--- src/rtl/alu_pkg.sv ---
package alu_pkg;

  typedef enum logic [3:0] {
    OP_AND   = 4'd0,
    OP_OR    = 4'd1,
    OP_XOR   = 4'd2,
    OP_XNOR  = 4'd3,
    OP_ADDU  = 4'd4,
    OP_ADDS  = 4'd5,
    OP_ADDC  = 4'd6,
    OP_MULS  = 4'd7,
    OP_MULU  = 4'd8,
    OP_SUBU  = 4'd9,
    OP_ROL   = 4'd10,
    OP_RCL   = 4'd11,
    OP_LSR   = 4'd12,
    OP_ASR   = 4'd13,
    OP_LSL   = 4'd14,
    OP_BCD   = 4'd15
  } aluOpE;

  typedef enum logic [2:0] {
    RES_LOGIC = 3'd0,
    RES_ADD   = 3'd1,
    RES_MUL   = 3'd2,
    RES_SHIFT = 3'd3,
    RES_BCD   = 3'd4
  } resSelE;

  typedef enum logic [1:0] {
    LG_AND  = 2'd0,
    LG_OR   = 2'd1,
    LG_XOR  = 2'd2,
    LG_XNOR = 2'd3
  } logicFnE;

  typedef enum logic [2:0] {
    SH_ROL = 3'd0,
    SH_RCL = 3'd1,
    SH_LSR = 3'd2,
    SH_ASR = 3'd3,
    SH_LSL = 3'd4
  } shKindE;

  // Strobes from the decoder to the datapath
  typedef struct packed {
    resSelE  resSel;
    logicFnE logicFn;
    logic    addCin;     // add the incoming carry
    logic    addSub;     // subtract instead of add
    logic    addSigned;  // signed add: no carry, overflow tracked
    logic    mulSigned;
    shKindE  shKind;
    logic    wide;       // result occupies both bytes
  } aluCtrlT;

endpackage

--- src/rtl/alu_ctrl.sv ---
module alu_ctrl
  import alu_pkg::*;
(
  input  logic [3:0] opcode,
  output aluCtrlT    ctrl
);

  aluOpE op;
  assign op = aluOpE'(opcode);

  always_comb begin
    ctrl.resSel    = RES_LOGIC;
    ctrl.logicFn   = LG_AND;
    ctrl.addCin    = 1'b0;
    ctrl.addSub    = 1'b0;
    ctrl.addSigned = 1'b0;
    ctrl.mulSigned = 1'b0;
    ctrl.shKind    = SH_ROL;
    ctrl.wide      = 1'b0;
    unique case (op)
      OP_AND:  ctrl.logicFn = LG_AND;
      OP_OR:   ctrl.logicFn = LG_OR;
      OP_XOR:  ctrl.logicFn = LG_XOR;
      OP_XNOR: ctrl.logicFn = LG_XNOR;
      OP_ADDU: ctrl.resSel  = RES_ADD;
      OP_ADDS: begin
        ctrl.resSel    = RES_ADD;
        ctrl.addSigned = 1'b1;
      end
      OP_ADDC: begin
        ctrl.resSel = RES_ADD;
        ctrl.addCin = 1'b1;
      end
      OP_MULS: begin
        ctrl.resSel    = RES_MUL;
        ctrl.mulSigned = 1'b1;
        ctrl.wide      = 1'b1;
      end
      OP_MULU: begin
        ctrl.resSel = RES_MUL;
        ctrl.wide   = 1'b1;
      end
      OP_SUBU: begin
        ctrl.resSel = RES_ADD;
        ctrl.addSub = 1'b1;
      end
      OP_ROL: begin
        ctrl.resSel = RES_SHIFT;
        ctrl.shKind = SH_ROL;
      end
      OP_RCL: begin
        ctrl.resSel = RES_SHIFT;
        ctrl.shKind = SH_RCL;
      end
      OP_LSR: begin
        ctrl.resSel = RES_SHIFT;
        ctrl.shKind = SH_LSR;
      end
      OP_ASR: begin
        ctrl.resSel = RES_SHIFT;
        ctrl.shKind = SH_ASR;
      end
      OP_LSL: begin
        ctrl.resSel = RES_SHIFT;
        ctrl.shKind = SH_LSL;
      end
      OP_BCD: begin
        ctrl.resSel = RES_BCD;
        ctrl.wide   = 1'b1;
      end
      default: ctrl.resSel = RES_LOGIC;
    endcase
  end

endmodule

--- src/rtl/alu_datapath.sv ---
module alu_datapath
  import alu_pkg::*;
#(
  parameter int W = 8
) (
  input  logic [W-1:0] a,
  input  logic [W-1:0] b,
  input  logic         cin,
  input  aluCtrlT      ctrl,
  output logic [W-1:0] xOut,
  output logic [W-1:0] yOut,
  output logic         carry,
  output logic         ovf
);

  localparam int W2     = 2 * W;
  localparam int DIGITS = W2 / 4;
  localparam logic [W2-1:0] TEN = W2'(10);

  // ---------------- logic unit ----------------
  logic [W-1:0] logicRes;
  always_comb begin
    unique case (ctrl.logicFn)
      LG_AND:  logicRes = a & b;
      LG_OR:   logicRes = a | b;
      LG_XOR:  logicRes = a ^ b;
      default: logicRes = ~(a ^ b);
    endcase
  end

  // ---------------- shared adder / subtractor ----------------
  logic [W-1:0] addB;
  logic         addC0;
  logic [W:0]   sum;
  logic         addCarry, addOvf;

  assign addB  = ctrl.addSub ? ~b : b;
  assign addC0 = ctrl.addSub | (ctrl.addCin & cin);
  assign sum   = {1'b0, a} + {1'b0, addB} + {{W{1'b0}}, addC0};

  always_comb begin
    if (ctrl.addSub)         addCarry = ~sum[W];  // borrow
    else if (ctrl.addSigned) addCarry = 1'b0;
    else                     addCarry = sum[W];
  end
  assign addOvf = ctrl.addSigned & (a[W-1] == b[W-1]) & (sum[W-1] != a[W-1]);

  // ---------------- multiplier ----------------
  logic [W2-1:0] aExt, bExt, prod;
  logic          mulOvf;
  assign aExt = ctrl.mulSigned ? {{W{a[W-1]}}, a} : {{W{1'b0}}, a};
  assign bExt = ctrl.mulSigned ? {{W{b[W-1]}}, b} : {{W{1'b0}}, b};
  assign prod = aExt * bExt;
  assign mulOvf = ctrl.mulSigned &
                  ~((&prod[W2-1:W-1]) | ~(|prod[W2-1:W-1]));

  // ---------------- single-position shifter ----------------
  logic [W-1:0] shRes;
  logic         shOut;
  always_comb begin
    unique case (ctrl.shKind)
      SH_RCL: begin shRes = {a[W-2:0], cin};     shOut = a[W-1]; end
      SH_LSR: begin shRes = {1'b0, a[W-1:1]};    shOut = a[0];   end
      SH_ASR: begin shRes = {a[W-1], a[W-1:1]};  shOut = a[0];   end
      SH_LSL: begin shRes = {a[W-2:0], 1'b0};    shOut = a[W-1]; end
      default: begin shRes = {a[W-2:0], a[W-1]}; shOut = a[W-1]; end
    endcase
  end

  // ---------------- packed decimal to binary (Horner form) ----------------
  logic [W2-1:0] bcdIn, bcdVal;
  assign bcdIn = {b, a};
  always_comb begin
    bcdVal = '0;
    for (int i = DIGITS - 1; i >= 0; i--) begin
      bcdVal = bcdVal * TEN + {{(W2-4){1'b0}}, bcdIn[4*i +: 4]};
    end
  end

  // ---------------- result and flag steering ----------------
  always_comb begin
    xOut  = logicRes;
    yOut  = '0;
    carry = 1'b0;
    ovf   = 1'b0;
    unique case (ctrl.resSel)
      RES_ADD: begin
        xOut  = sum[W-1:0];
        carry = addCarry;
        ovf   = addOvf;
      end
      RES_MUL: begin
        {yOut, xOut} = prod;
        ovf          = mulOvf;
      end
      RES_SHIFT: begin
        xOut  = shRes;
        carry = shOut;
      end
      RES_BCD: {yOut, xOut} = bcdVal;
      default: xOut = logicRes;
    endcase
  end

  // ---------------- checks against the decoder ----------------
  always_comb begin

    wide_y_zero_chk: assert (ctrl.wide || yOut == '0)
      else $error("high byte non-zero on a single-byte opcode");

    carry_quiet_chk: assert (!(ctrl.resSel inside {RES_LOGIC, RES_MUL, RES_BCD}) || !carry)
      else $error("carry set on an opcode that produces none");

    sub_borrow_chk: assert (!(ctrl.resSel == RES_ADD && ctrl.addSub) || (carry == (xOut > a)))
      else $error("borrow does not match wrapped difference");

    add_wrap_chk: assert (!(ctrl.resSel == RES_ADD && !ctrl.addSub && !ctrl.addSigned && !carry)
                          || (xOut >= a))
      else $error("unsigned sum wrapped without carry");
  end

endmodule

--- src/rtl/alu_flags.sv ---
module alu_flags #(
  parameter int W = 8
) (
  input  logic [W-1:0] xVal,
  input  logic [W-1:0] yVal,
  input  logic         carry,
  input  logic         ovf,
  output logic         zero,
  output logic         anyFlag,
  output logic         neg,
  output logic         pal,
  output logic         prime
);

  // trial divisors cover every factor up to the square root of 2**W - 1
  localparam int ROOT = 1 << ((W + 1) / 2);

  assign zero    = ~|{yVal, xVal};
  assign anyFlag = zero | carry | ovf;
  assign neg     = xVal[W-1];

  // mirror symmetry: one comparator per bit pair
  logic [W/2-1:0] pairEq;
  for (genvar i = 0; i < W / 2; i++) begin : g_mirror
    assign pairEq[i] = (xVal[i] == xVal[W-1-i]);
  end
  assign pal = &pairEq;

  // primality: a proper divisor below ROOT marks the value composite
  logic [ROOT-1:2] hasDiv;
  for (genvar d = 2; d < ROOT; d++) begin : g_divisor
    assign hasDiv[d] = (xVal > W'(d)) && ((xVal % W'(d)) == '0);
  end
  assign prime = (xVal > W'(1)) && !(|hasDiv);

  always_comb begin

    prime_odd_chk: assert (!prime || xVal[0] || xVal == W'(2))
      else $error("even value other than two flagged prime");

    pal_ends_chk: assert (!pal || (xVal[0] == xVal[W-1]))
      else $error("symmetric flag with unequal end bits");
  end

endmodule

--- src/rtl/alu8_status.sv ---
module alu8_status
  import alu_pkg::*;
#(
  parameter int W = 8
) (
  input  logic [W-1:0] opA,
  input  logic [W-1:0] opB,
  input  logic         carryIn,
  input  logic [3:0]   opcode,
  output logic [W-1:0] resLo,
  output logic [W-1:0] resHi,
  output logic         zeroFlag,
  output logic         carryOut,
  output logic         ovfFlag,
  output logic         anyFlag,
  output logic         palFlag,
  output logic         primeFlag,
  output logic         negFlag
);

  aluCtrlT ctrl;

  alu_ctrl u_ctrl (
    .opcode (opcode),
    .ctrl   (ctrl)
  );

  alu_datapath #(.W(W)) u_dp (
    .a     (opA),
    .b     (opB),
    .cin   (carryIn),
    .ctrl  (ctrl),
    .xOut  (resLo),
    .yOut  (resHi),
    .carry (carryOut),
    .ovf   (ovfFlag)
  );

  alu_flags #(.W(W)) u_flags (
    .xVal    (resLo),
    .yVal    (resHi),
    .carry   (carryOut),
    .ovf     (ovfFlag),
    .zero    (zeroFlag),
    .anyFlag (anyFlag),
    .neg     (negFlag),
    .pal     (palFlag),
    .prime   (primeFlag)
  );

  always_comb begin

    signed_ovf_chk: assert (!(opcode == 4'd5 && ovfFlag) ||
                            (opA[W-1] == opB[W-1] && resLo[W-1] != opA[W-1]))
      else $error("signed overflow without a sign conflict");
  end

endmodule

--- config.mk ---
export PLATFORM = sky130hd
export DESIGN_NAME = alu8_status
export DESIGN_NICKNAME = d
export VERILOG_FILES = /design/src/rtl/alu_pkg.sv /design/src/rtl/alu_ctrl.sv /design/src/rtl/alu_datapath.sv /design/src/rtl/alu_flags.sv /design/src/rtl/alu8_status.sv
export SDC_FILE = /design/constraint.sdc
export NUM_CORES = 1
export LEC_CHECK = 0
export ABC_AREA = 1
export BUFFER_PORTS_ARGS = -buffer_cell sky130_fd_sc_hd__buf_2
export CAP_MARGIN = 20
export CORE_UTILIZATION = 50
export DETAILED_ROUTE_END_ITERATION = 6
export PLACE_DENSITY_LB_ADDON = 0.05
export SLEW_MARGIN = 10
export SYNTH_ARGS = -nofsm -noshare
export SYNTH_HDL_FRONTEND = slang
export SYNTH_HIERARCHICAL = 1
export SYNTH_SLANG_ARGS = --single-unit
--- constraint.sdc ---
create_clock -name vclk -period 11.3
set_clock_uncertainty 0.15 [all_clocks]
set_input_delay 1.13 -clock vclk [all_inputs]
set_output_delay 1.13 -clock vclk [all_outputs]
set_load 0.01 [all_outputs]
== Yosys cells after proc, flatten, opt, wreduce, memory -nomap -nowiden ==
Cells that the tools add are included.
Storage, ports and cells
  bits in registers: 0
  input port bits: 21
  output and inout port bits: 23
  logic and storage cells: 142
Cells by class
  add/sub/neg operators: 5
  $mul: 4
  divide/modulo/power cells: 11
  order comparisons: 15
  eq/ne operators: 31
  multiplexer cells: 19
  bitwise logic cells: 16
  reduce and logical (&&, ||, !) cells: 41
Operators with widths (count)
  $logic_not A8 Y1: 14
  $gt A8 B4 Y1 const B: 8
  $pmux W8 S4: 2
  $mod A8 B4 Y8 const B: 7
  $add A16 B4 Y16: 3
  $eq A4 B4 Y1 const B: 8
  $gt A8 B3 Y1 const B: 4
  $mul A16 B3 Y15 const B: 2
  $mux W16: 2
  $mod A8 B3 Y8 const B: 3
  $pmux W3 S4: 2
  $pmux W8 S3: 1
  $eq A4 B3 Y1 const B: 4
  $gt A8 B2 Y1 const B: 2
  $mul A16 B16 Y16: 1
  $not A8 Y8: 2
  $pmux W8 S2: 1
  $reduce_or A16 Y1: 1
  $logic_and A1 B1 Y1: 15
  $reduce_or A14 Y1: 1
  $eq A3 B2 Y1 const B: 4
  $add A8 B8 Y9: 1
  $add A9 B1 Y9: 1
  $reduce_and A9 Y1: 1
  other kinds (28): 52

== Longest topological paths before layout ==
Gate-level depths: netlist (run 1).
  depth in word-level cells: 13
  mapped depth: 57
  mapped depth without buffers: 57

== Hierarchy ==
Netlist (run 1), hierarchy kept.
Modules (own cells, without submodules)
  alu_datapath: instances 1, cells each 1136, area an instance 7458.4 um2, seq. area each 0.0 um2
  alu_flags: instances 1, cells each 942, area an instance 5126.2 um2, seq. area each 0.0 um2
  alu_ctrl: instances 1, cells each 33, area an instance 143.9 um2, seq. area each 0.0 um2

== Worst setup path before layout (run 1) ==
OpenSTA, ideal clock, no wires.
  path type: input port to output port
  start point: in opB[2]
  end point: out primeFlag
  arrival: 8.342 ns
  required time: 10.020 ns
  slack: 1.678 ns
  cell stages on the path: 48
  buffers on the path: 1
  cells stage by stage: clkbuf_1 > inv_1 > fa_1 > xnor2_1 > ha_1 > ha_1 > fa_1 > inv_1 > xor2_1 > ha_1 > ha_1 > nand2_1 > nand3_2 > or2_2 > nand2_1 > inv_2 > o21ai_0 > o21ai_0 > (+12 left out) > nand2_1 > inv_1 > ha_1 > nand3b_2 > nand2_4 > nand3_4 > nand2_1 > nand2_2 > ha_1 > nand2_1 > inv_1 > nand3_1 > nand3_1 > nand2_1 > inv_1 > nand2_1 > nand4_1 > nor2_1
Between the ends
  word-level cells in the longest chain between the ends: 12
  elaborated cells between the ends (all ways): 72
  classes of those cells: add/sub (5); mul (3); div (11); order compare (15); mux (4); bitwise (5); reduce/logical (29)
Ends and longest elaborated chain
  start, declared: line alu8_status.sv:7  | input logic [W-1:0] opB,
  $add A16 B4 Y16: line alu_datapath.sv:76  | bcdVal = bcdVal * TEN + {{(W2-4){1'b0}}, bcdIn[4*i +: 4]};
  $mul A16 B3 Y15: line alu_datapath.sv:76
  $add A16 B4 Y16: line alu_datapath.sv:76
  $mul A16 B3 Y15: line alu_datapath.sv:76
  $add A16 B4 Y16: line alu_datapath.sv:76
  $pmux W8 S4 *: line alu_datapath.sv:86  | unique case (ctrl.resSel)
  named net resLo[7]: line alu8_status.sv:10  | output logic [W-1:0] resLo,
  $mod A8 B2 Y8 (tied with other cells): line alu_flags.sv:32  | assign hasDiv[d] = (xVal > W'(d)) && ((xVal % W'(d)) == '0);
  $logic_not A8 Y1: line alu_flags.sv:32
  $logic_and A1 B1 Y1: line alu_flags.sv:32
  $reduce_or A14 Y1: line alu_flags.sv:34  | assign prime = (xVal > W'(1)) && !(|hasDiv);
  $logic_not A1 Y1: line alu_flags.sv:34
  $logic_and A1 B1 Y1 *: line alu_flags.sv:34
  end, declared: line alu8_status.sv:17  | output logic primeFlag,
The timed path passes the listed nets; every way through them passes the cells marked *.

== Worst setup path in the final report (run 1) ==
  start point: in opB[4]
  end point: out primeFlag
Between the ends
  word-level cells in the longest chain between the ends: 13
  elaborated cells between the ends (all ways): 72
  classes of those cells: add/sub (5); mul (4); div (11); order compare (15); mux (4); bitwise (5); reduce/logical (28)
Ends and longest elaborated chain (line)
  $mul A4 B3 Y7: alu_datapath.sv:76
  $add A16 B4 Y16: alu_datapath.sv:76
  $mul A16 B3 Y15: alu_datapath.sv:76
  $add A16 B4 Y16: alu_datapath.sv:76
  $mul A16 B3 Y15: alu_datapath.sv:76
  $add A16 B4 Y16: alu_datapath.sv:76
  $pmux W8 S4 *: alu_datapath.sv:86
  $mod A8 B2 Y8 (tied with other cells): alu_flags.sv:32
  $logic_not A8 Y1: alu_flags.sv:32
  $logic_and A1 B1 Y1: alu_flags.sv:32
  $reduce_or A14 Y1: alu_flags.sv:34
  $logic_not A1 Y1: alu_flags.sv:34
  $logic_and A1 B1 Y1 *: alu_flags.sv:34
Mark *: on every way between the ends. The rest lies on a longest branch, timed or not.

==> metrics.md, run 1 <==
| Metric | Value |
|---|---|
| Run status | completed |
| Final slew viol count | 0 |
| Worst rel slew slack | 0.400 |
| RePlAce Congestion | ~0.91 |
| DRC Markers | 0 |
| Hold Vio Cnt, Final | 0 |
| Fin Hold WS | about 2.8 ns |
| P&R area growth vs syn | 4.62% |
| Number of iterations in the first detailed-routing pass | 7 |
| CLK BUF | 0 |
| Met2 GRT Util | 0.498 |
| Syn_nets | 2,363 |
| Antenna-violating nets left | 0 |
| WS Path Type | input port to primary output |
| Met1 global-route usage | 0.375 |
| Max Cap Viol | 0 |
| PortBufs | 44 |
| Largest net degree at the start of global routing | 33 |
| Setup bufs post-CTS | 0 |
| Gate Count Post-Synth | roughly 2,100 |
| IO Pins | 44 |
| Mapped Area | around 13,000 um^2 |
| Post-Route WL | around 36 mm |
| Arr. time, crit path | roughly 9.4 ns |
| Initial Util | 0.508 |
| Initial antenna violation count | 1 |
| Placed Instances | 2,458 |
| ANT cells | 0 |
| Vias | 13,000 |
| Gr usage total | 0.281 |
| CP bufs+invs | 12 |
| Crit path max-delay family | simple AND/OR/NAND/NOR gates |
| Mean post-synth cell area | between 6 and 7 um^2 |
| Die Width | 162 um |
| Post-CTS Hold Buffers | 0 |
| Crit path max fanout | 12 |
| Worst endpoint required time | ~10 ns |
| Max stage delay on crit path | 0.60 ns |
| FMAX | about 0.094 GHz |
| GRT overflow | 0 |
| Finish-stage setup viols | 0 |
| Synth warn | 6 |
| Slew of the pin with the lowest slew margin | about 0.9 ns |
| Num sequential | 0 |
| Initial drt markers | ~800 |
| Die area | 26,100 um^2 |
| Std cell rows | between 50 and 60 |
| Placed Area | around 13,000 um^2 |
| Number of global-route vias before repair | approximately 12,000 |
| Routed len/inst | ~15 um |
| Detailed Place HPWL | 30.3 mm |
| CTS resizes | 0 |
| Post-Layout Cell Count | 2,458 |
| Nets | 2,383 |
| Most common cell type on the critical path | nand2_1 |
| Crit path max-delay cell type | fa_1 |
| Core area | between 20,000 and 30,000 um^2 |
| Fraction of layout cells with a size suffix above 1 | 0.132 |
| Min Tclk post-route | around 11 ns |
| FF/Latch Area | 0 um^2 |
| Vias/cell | between 5 and 6 |
| Crit. End Element | primary output |
| Met3 Usage GRT | 0.0193 |
| Global-route wire length before repair | between 50 and 60 mm |
| Gr busiest metal | met2 |
| Worst Hold Class | input port to primary output |
| CP Launch Type | input port |
| TNS Setup | 0 ns |
| Fin crit share | 0.944 |
| Die Y | between 150 and 200 um |
| Final instance area | between 10,000 and 15,000 um^2 |
layout by cell type, fill, tap and decap left out, types with 7 or more instances in the layout:
cell type  instances
nand3_1          147
inv_2             27
inv_1            389
a31oi_1            9
nand3_4            8
buf_2             42
nand4_1           44
buf_4             14
o21ai_2           13
xnor2_1           14
fa_1              85
o211ai_1          11
xor2_1            34
o21ai_0           60
o22ai_1           11
nor3_1             7
nand3b_1          21
a21oi_1           50
nand2_4           18
ha_1             146
nor2_4            11
a221oi_1           7
nor2_2            16
nand2_1          575
nand3_2           14
nor2_1           175
o21ai_1           22
nand2_2           79
stage by stage:
stage	setup slack (ns)	utilization
3_5_place_dp	0.516	0.530
4_1_cts	0.479	0.530
2_1_floorplan	1.68	-
6_report	0.633	0.532
5_1_grt	-0.0254	0.532
3_3_place_gp	0.655	0.530
metal layers:
layer,wire [um],part of all wire
met5,0,0
met4,696,0.019
met3,2030,0.056
met2,16900,0.47
met1,16600,0.46
cell type report:
| class | instances | area (um^2) |
|---|---|---|
| Fill cell | 2667 | 11700 |
| Inverter | 424 | 1600 |
| Multi-Input combinational cell | 1645 | 11000 |
| Tap cell | 330 | 413 |
| Timing Repair Buffer | 59 | 342 |
path summary, 6_finish.rpt:
check                 slack [ns]   start  cells after the start        end
worst max-delay path        0.63  opB[4]                     54  primeFlag
worst min-delay path        2.82  opA[7]                      5    ovfFlag
Power of run 1 is left out: the tool's default activity adds up to more than one toggle a clock period on the data nets, which glitch-free logic cannot reach.
==> run 2, diff against run 1 <==
- CORE_UTILIZATION: 50 -> 60
==> run 2 against run 1 <==
Die area is 16% lower. Worst setup slack better by 0.095 ns. Count of clock-buffer cells in the layout stayed put. Utilization is 11 points higher. Final cell count is 2.6% lower.
==> metrics.md, run 2 (synthesis gave the netlist of run 1 again) <==
| Metric | Value |
|---|---|
| Run status | completed (unchanged) |
| Vias/cell | 5.46 (was 5.29) |
| IO Pins | 44 (unchanged) |
| WS Path Type | input port to primary output (unchanged) |
| Crit path max-delay cell type | fa_1 (unchanged) |
| Worst Hold Class | input port to primary output (unchanged) |
| Std cell rows | 52 (was 58) |
| Placed Area | 13,200 um^2 (was 13,300 um^2) |
| Nets | 2,380 (was 2,383) |
| Most frequent cells in the layout | nand2_1, inv_1, nor2_1 (unchanged) |
| Area taken by multi-input logic gates | 11,000 um^2 (about the same) |
| GRT overflow | 0 (unchanged) |
| Vias | 13,100 (was 13,000) |
| Min Tclk post-route | 10.57 ns (was 10.67 ns) |
| Worst rel slew slack | 0.310 (was 0.400) |
| Initial drt markers | 960 (was 816) |
| Gr usage total | 0.327 (was 0.281) |
| Num sequential | 0 (unchanged) |
| Hold path depth | 5 (unchanged) |
| Fillers | 2,024 (was 2,667) |
| Number of global-route vias before repair | 12,200 (was 12,300) |
| Commonest non-fill, non-tap cell in the layout | nand2_1 (unchanged) |
| Final instance area | 13,200 um^2 (was 13,300 um^2) |
| Initial antenna violation count | 0 (was 1) |
| Finish-stage setup viols | 0 (unchanged) |
| Routed len/inst | 14.6 um (was 14.7 um) |
| RePlAce Congestion | 0.942 (was 0.905) |
| Fraction of layout cells with a size suffix above 1 | 0.132 (about the same) |
| Fin crit share | 0.936 (was 0.944) |
| Max stage delay on crit path | 0.58 ns (was 0.60 ns) |
| Post-layout util | 0.644 (was 0.532) |
| Worst endpoint required time | 10.02 ns (about the same) |
| Worst Setup SP | opB[4] (unchanged) |
| Arr. time, crit path | 9.29 ns (was 9.39 ns) |
| Crit path max-delay family | simple AND/OR/NAND/NOR gates (unchanged) |
| Largest net degree at the start of global routing | 33 (unchanged) |
| ANT cells | 0 (unchanged) |
| CP bufs+invs | 11 (was 12) |
| PortBufs | 44 (unchanged) |
| Number of iterations in the first detailed-routing pass | 5 (was 7) |
| Crit. End Element | primary output (unchanged) |
| Initial Util | 0.621 (was 0.508) |
| Slew of the pin with the lowest slew margin | 1.03 ns (was 0.900 ns) |
| Die Y | 148 um (was 162 um) |
| Max Cap Viol | 0 (unchanged) |
| Final slew viol count | 0 (unchanged) |
| DRC Markers | 0 (unchanged) |
| Setup bufs post-CTS | 0 (unchanged) |
| CP Launch Type | input port (unchanged) |
| Die area | 21,800 um^2 (was 26,100 um^2) |
| Core area | 20,500 um^2 (was 25,000 um^2) |
| Detailed Place HPWL | 28.8 mm (was 30.3 mm) |
| Die Width | 148 um (was 162 um) |
| Worst Hold End | ovfFlag (unchanged) |
| Min-delay src | opA[7] (unchanged) |
| Crit path max fanout | 12 (unchanged) |
| FF/Latch Area | 0 um^2 (unchanged) |
| Antenna-violating nets left | 0 (unchanged) |
| Hold Vio Cnt, Final | 0 (unchanged) |
| Global-route wire length before repair | 58.7 mm (was 59.9 mm) |
| CLK BUF | 0 (unchanged) |
| FMAX | 0.0946 GHz (was 0.0937 GHz) |
| Most common cell type on the critical path | nand2_1 (unchanged) |
| P&R area growth vs syn | 3.79% (was 4.62%) |
| Post-Route WL | 35.0 mm (was 36.2 mm) |
==> run 2: cell types whose count changed in the layout (fill, tap and decap cells not counted), sizes merged <==
| cell | before | now |
|---|---|---|
| buf | 57 | 54 |
==> run 2: stage by stage <==
step	hold slack [ns]	setup WS (ns)	cells	TNS [ns]
6_report	2.90	0.728	2395	0
5_1_grt	2.92	-0.00621	2395	-0.00621
4_1_cts	2.88	0.545	2395	0
3_5_place_dp	2.88	0.572	2395	0
3_3_place_gp	2.88	0.805	2395	0
2_1_floorplan	2.35	1.68	2110	0
==> run 2: per-layer routing <==
layer | up-vias | track usage | share of wire
met5 | - | 0 | 0
met4 | 0 | 0.0969 | 0.029
met3 | 64 | 0.0256 | 0.060
met2 | 406 | 0.517 | 0.44
met1 | 5923 | 0.474 | 0.47
li1 | 6686 | - | -
==> run 2: tightest hold or removal path, stage by stage <==
cell	delay [ns]
buf_2	0.25
nand3_1	0.14
nand3_1	0.08
nand2_1	0.15
buf_2	0.16
==> run 2: how the worst max path moves through the flow <==
stage / endpoint / cells after the start
2_1_floorplan: primeFlag / 48
4_1_cts: primeFlag / 52
6_report: primeFlag / 53
5_1_grt: primeFlag / 54
3_3_place_gp: primeFlag / 52
3_5_place_dp: primeFlag / 52
==> run 2: cell type report <==
cell class / instances / area share
multi-input combinational: 1645 / 0.829
timing repair buffer: 56 / 0.0239
inverter: 424 / 0.121
tap: 270 / 0.0256
==> run 2: repair_timing <==
| item | 4_1_cts | 5_1_grt |
|---|---|---|
| hold buffers | 0 | 0 |
| endpoints found under the setup margin | 0 | 1 |
| gates resized for setup | 0 | 11 |
| hold endpoints to repair | 0 | 0 |
Power of run 2 is left out for the same reason.
==> run 3, diff against run 2 <==
- CORE_ASPECT_RATIO: not set -> 1.25
- CORE_UTILIZATION: 60 -> 45
==> run 3 against run 2 <==
The run now ends with DRC left. Non-clock buffer count is 3 higher. Die area is 33% higher. Worst hold slack better by 0.023 ns. Critical path depth stayed put. Final cell count is 3.5% higher. Worst setup slack better by 0.086 ns. Via count is 2.0% lower. Sequential cell count stayed put. Critical endpoint unchanged. Highest routed layer unchanged.
==> metrics.md, run 3 (synthesis gave the netlist of run 1 again) <==
| Metric | Value |
|---|---|
| Run status | finished with violations (was completed) |
| Violated checks | DRC |
| Most frequent cells in the layout | nand2_1, inv_1, nor2_1 (unchanged) |
| FF/Latch Area | 0 um^2 (unchanged) |
| FMAX | 0.0954 GHz (was 0.0946 GHz) |
| Setup ws final | 0.814 ns (was 0.728 ns) |
| GRT overflow | 0 (unchanged) |
| Worst endpoint required time | 10.02 ns (about the same) |
| RePlAce Congestion | 0.881 (was 0.942) |
| Crit path max-delay family | simple AND/OR/NAND/NOR gates (unchanged) |
| DRC Markers | 2 (was 0) |
| Post-Layout Cell Count | 2,478 (was 2,395) |
| P&R area growth vs syn | 4.71% (was 3.79%) |
| Antenna-violating nets left | 0 (unchanged) |
| Nets | 2,383 (was 2,380) |
| Placed Instances | 2,477 (was 2,395) |
| Die area | 29,000 um^2 (was 21,800 um^2) |
| TNS Setup | 0 ns (unchanged) |
| Max stage delay on crit path | 0.58 ns (about the same) |
| Final slew viol count | 0 (unchanged) |
| Crit. End Element | primary output (unchanged) |
| Vias | 12,800 (was 13,100) |
| Detailed Place HPWL | 30.9 mm (was 28.8 mm) |
| Gr usage total | 0.255 (was 0.327) |
| Vias/cell | 5.17 (was 5.46) |
| WS Path Type | input port to primary output (unchanged) |
| CP Launch Type | input port (unchanged) |
| Routed len/inst | 14.7 um (was 14.6 um) |
| CP bufs+invs | 9 (was 11) |
| Initial antenna violation count | 0 (unchanged) |
| DP Worst Slack | 0.594 ns (was 0.572 ns) |
| Crit path max-delay cell type | fa_1 (unchanged) |
| Post-CTS Hold Buffers | 0 (unchanged) |
| Most common cell type on the critical path | nand2_1 (unchanged) |
| IO Pins | 44 (unchanged) |
| Core area | 27,700 um^2 (was 20,500 um^2) |
| Worst Hold Class | input port to primary output (unchanged) |
| Slew of the pin with the lowest slew margin | 0.789 ns (was 1.03 ns) |
| Commonest non-fill, non-tap cell in the layout | nand2_1 (unchanged) |
| Crit path max fanout | 12 (unchanged) |
| Global-route wire length before repair | 60.6 mm (was 58.7 mm) |
| Fraction of layout cells with a size suffix above 1 | 0.132 (about the same) |
| Post-Route WL | 36.4 mm (was 35.0 mm) |
| Die Y | 190 um (was 148 um) |
| Die Width | 152 um (was 148 um) |
| Finish-stage setup viols | 0 (unchanged) |
| Number of iterations in the first detailed-routing pass | 7 (was 5) |
| PortBufs | 44 (unchanged) |
| Largest net degree at the start of global routing | 32 (was 33) |
| ANT cells | 0 (unchanged) |
| Fin Hold WS | 2.92 ns (was 2.90 ns) |
| Arr. time, crit path | 9.21 ns (was 9.29 ns) |
| Initial drt markers | 695 (was 960) |
| CLK BUF | 0 (unchanged) |
| Min Tclk post-route | 10.49 ns (was 10.57 ns) |
| Number of global-route vias before repair | 12,500 (was 12,200) |
| Std cell rows | 68 (was 52) |
| Worst rel slew slack | 0.472 (was 0.310) |
| Hold Vio Cnt, Final | 0 (unchanged) |
| Max Cap Viol | 0 (unchanged) |
| Num sequential | 0 (unchanged) |
| Initial Util | 0.459 (was 0.621) |
| Fin crit share | 0.928 (was 0.936) |
run 3: worst paths after layout:
kind	start	endpoint	slack [ns]	cells after the start
max	opB[4]	primeFlag	0.81	53
min	opcode[3]	resHi[6]	2.92	7
run 3: layout make-up:
| type | instances | area [um^2] |
|---|---|---|
| Fill cell | 3016 | 14400 |
| Inverter | 424 | 1600 |
| Multi-Input combinational cell | 1645 | 10900 |
| Tap cell | 350 | 438 |
| Timing Repair Buffer | 59 | 338 |
run 3: timing repair:
| action | CTS | global route |
|---|---|---|
| endpoints found under the hold margin | 0 | 0 |
| setup buffers | 0 | 1 |
| resized for setup | 0 | 6 |
| endpoints found under the setup margin | 0 | 1 |
run 3: per-layer routing:
| layer | share of wire | vias to the layer above | wire length [um] | GRT usage |
|---|---|---|---|---|
| li1 | - | 6675 | - | - |
| met5 | 0 | - | 0 | 0 |
| met4 | 0.035 | 0 | 1290 | 0.0848 |
| met1 | 0.43 | 5814 | 15700 | 0.298 |
| met3 | 0.025 | 74 | 915 | 0.00866 |
| met2 | 0.51 | 259 | 18600 | 0.494 |
run 3: stage by stage:
stage	area, um^2	util
CTS	13300	0.479
global placement	13300	0.479
finish	13300	0.480
detailed placement	13300	0.479
global route	13300	0.480
floorplan	12700	-
Power of run 3 is left out for the same reason.
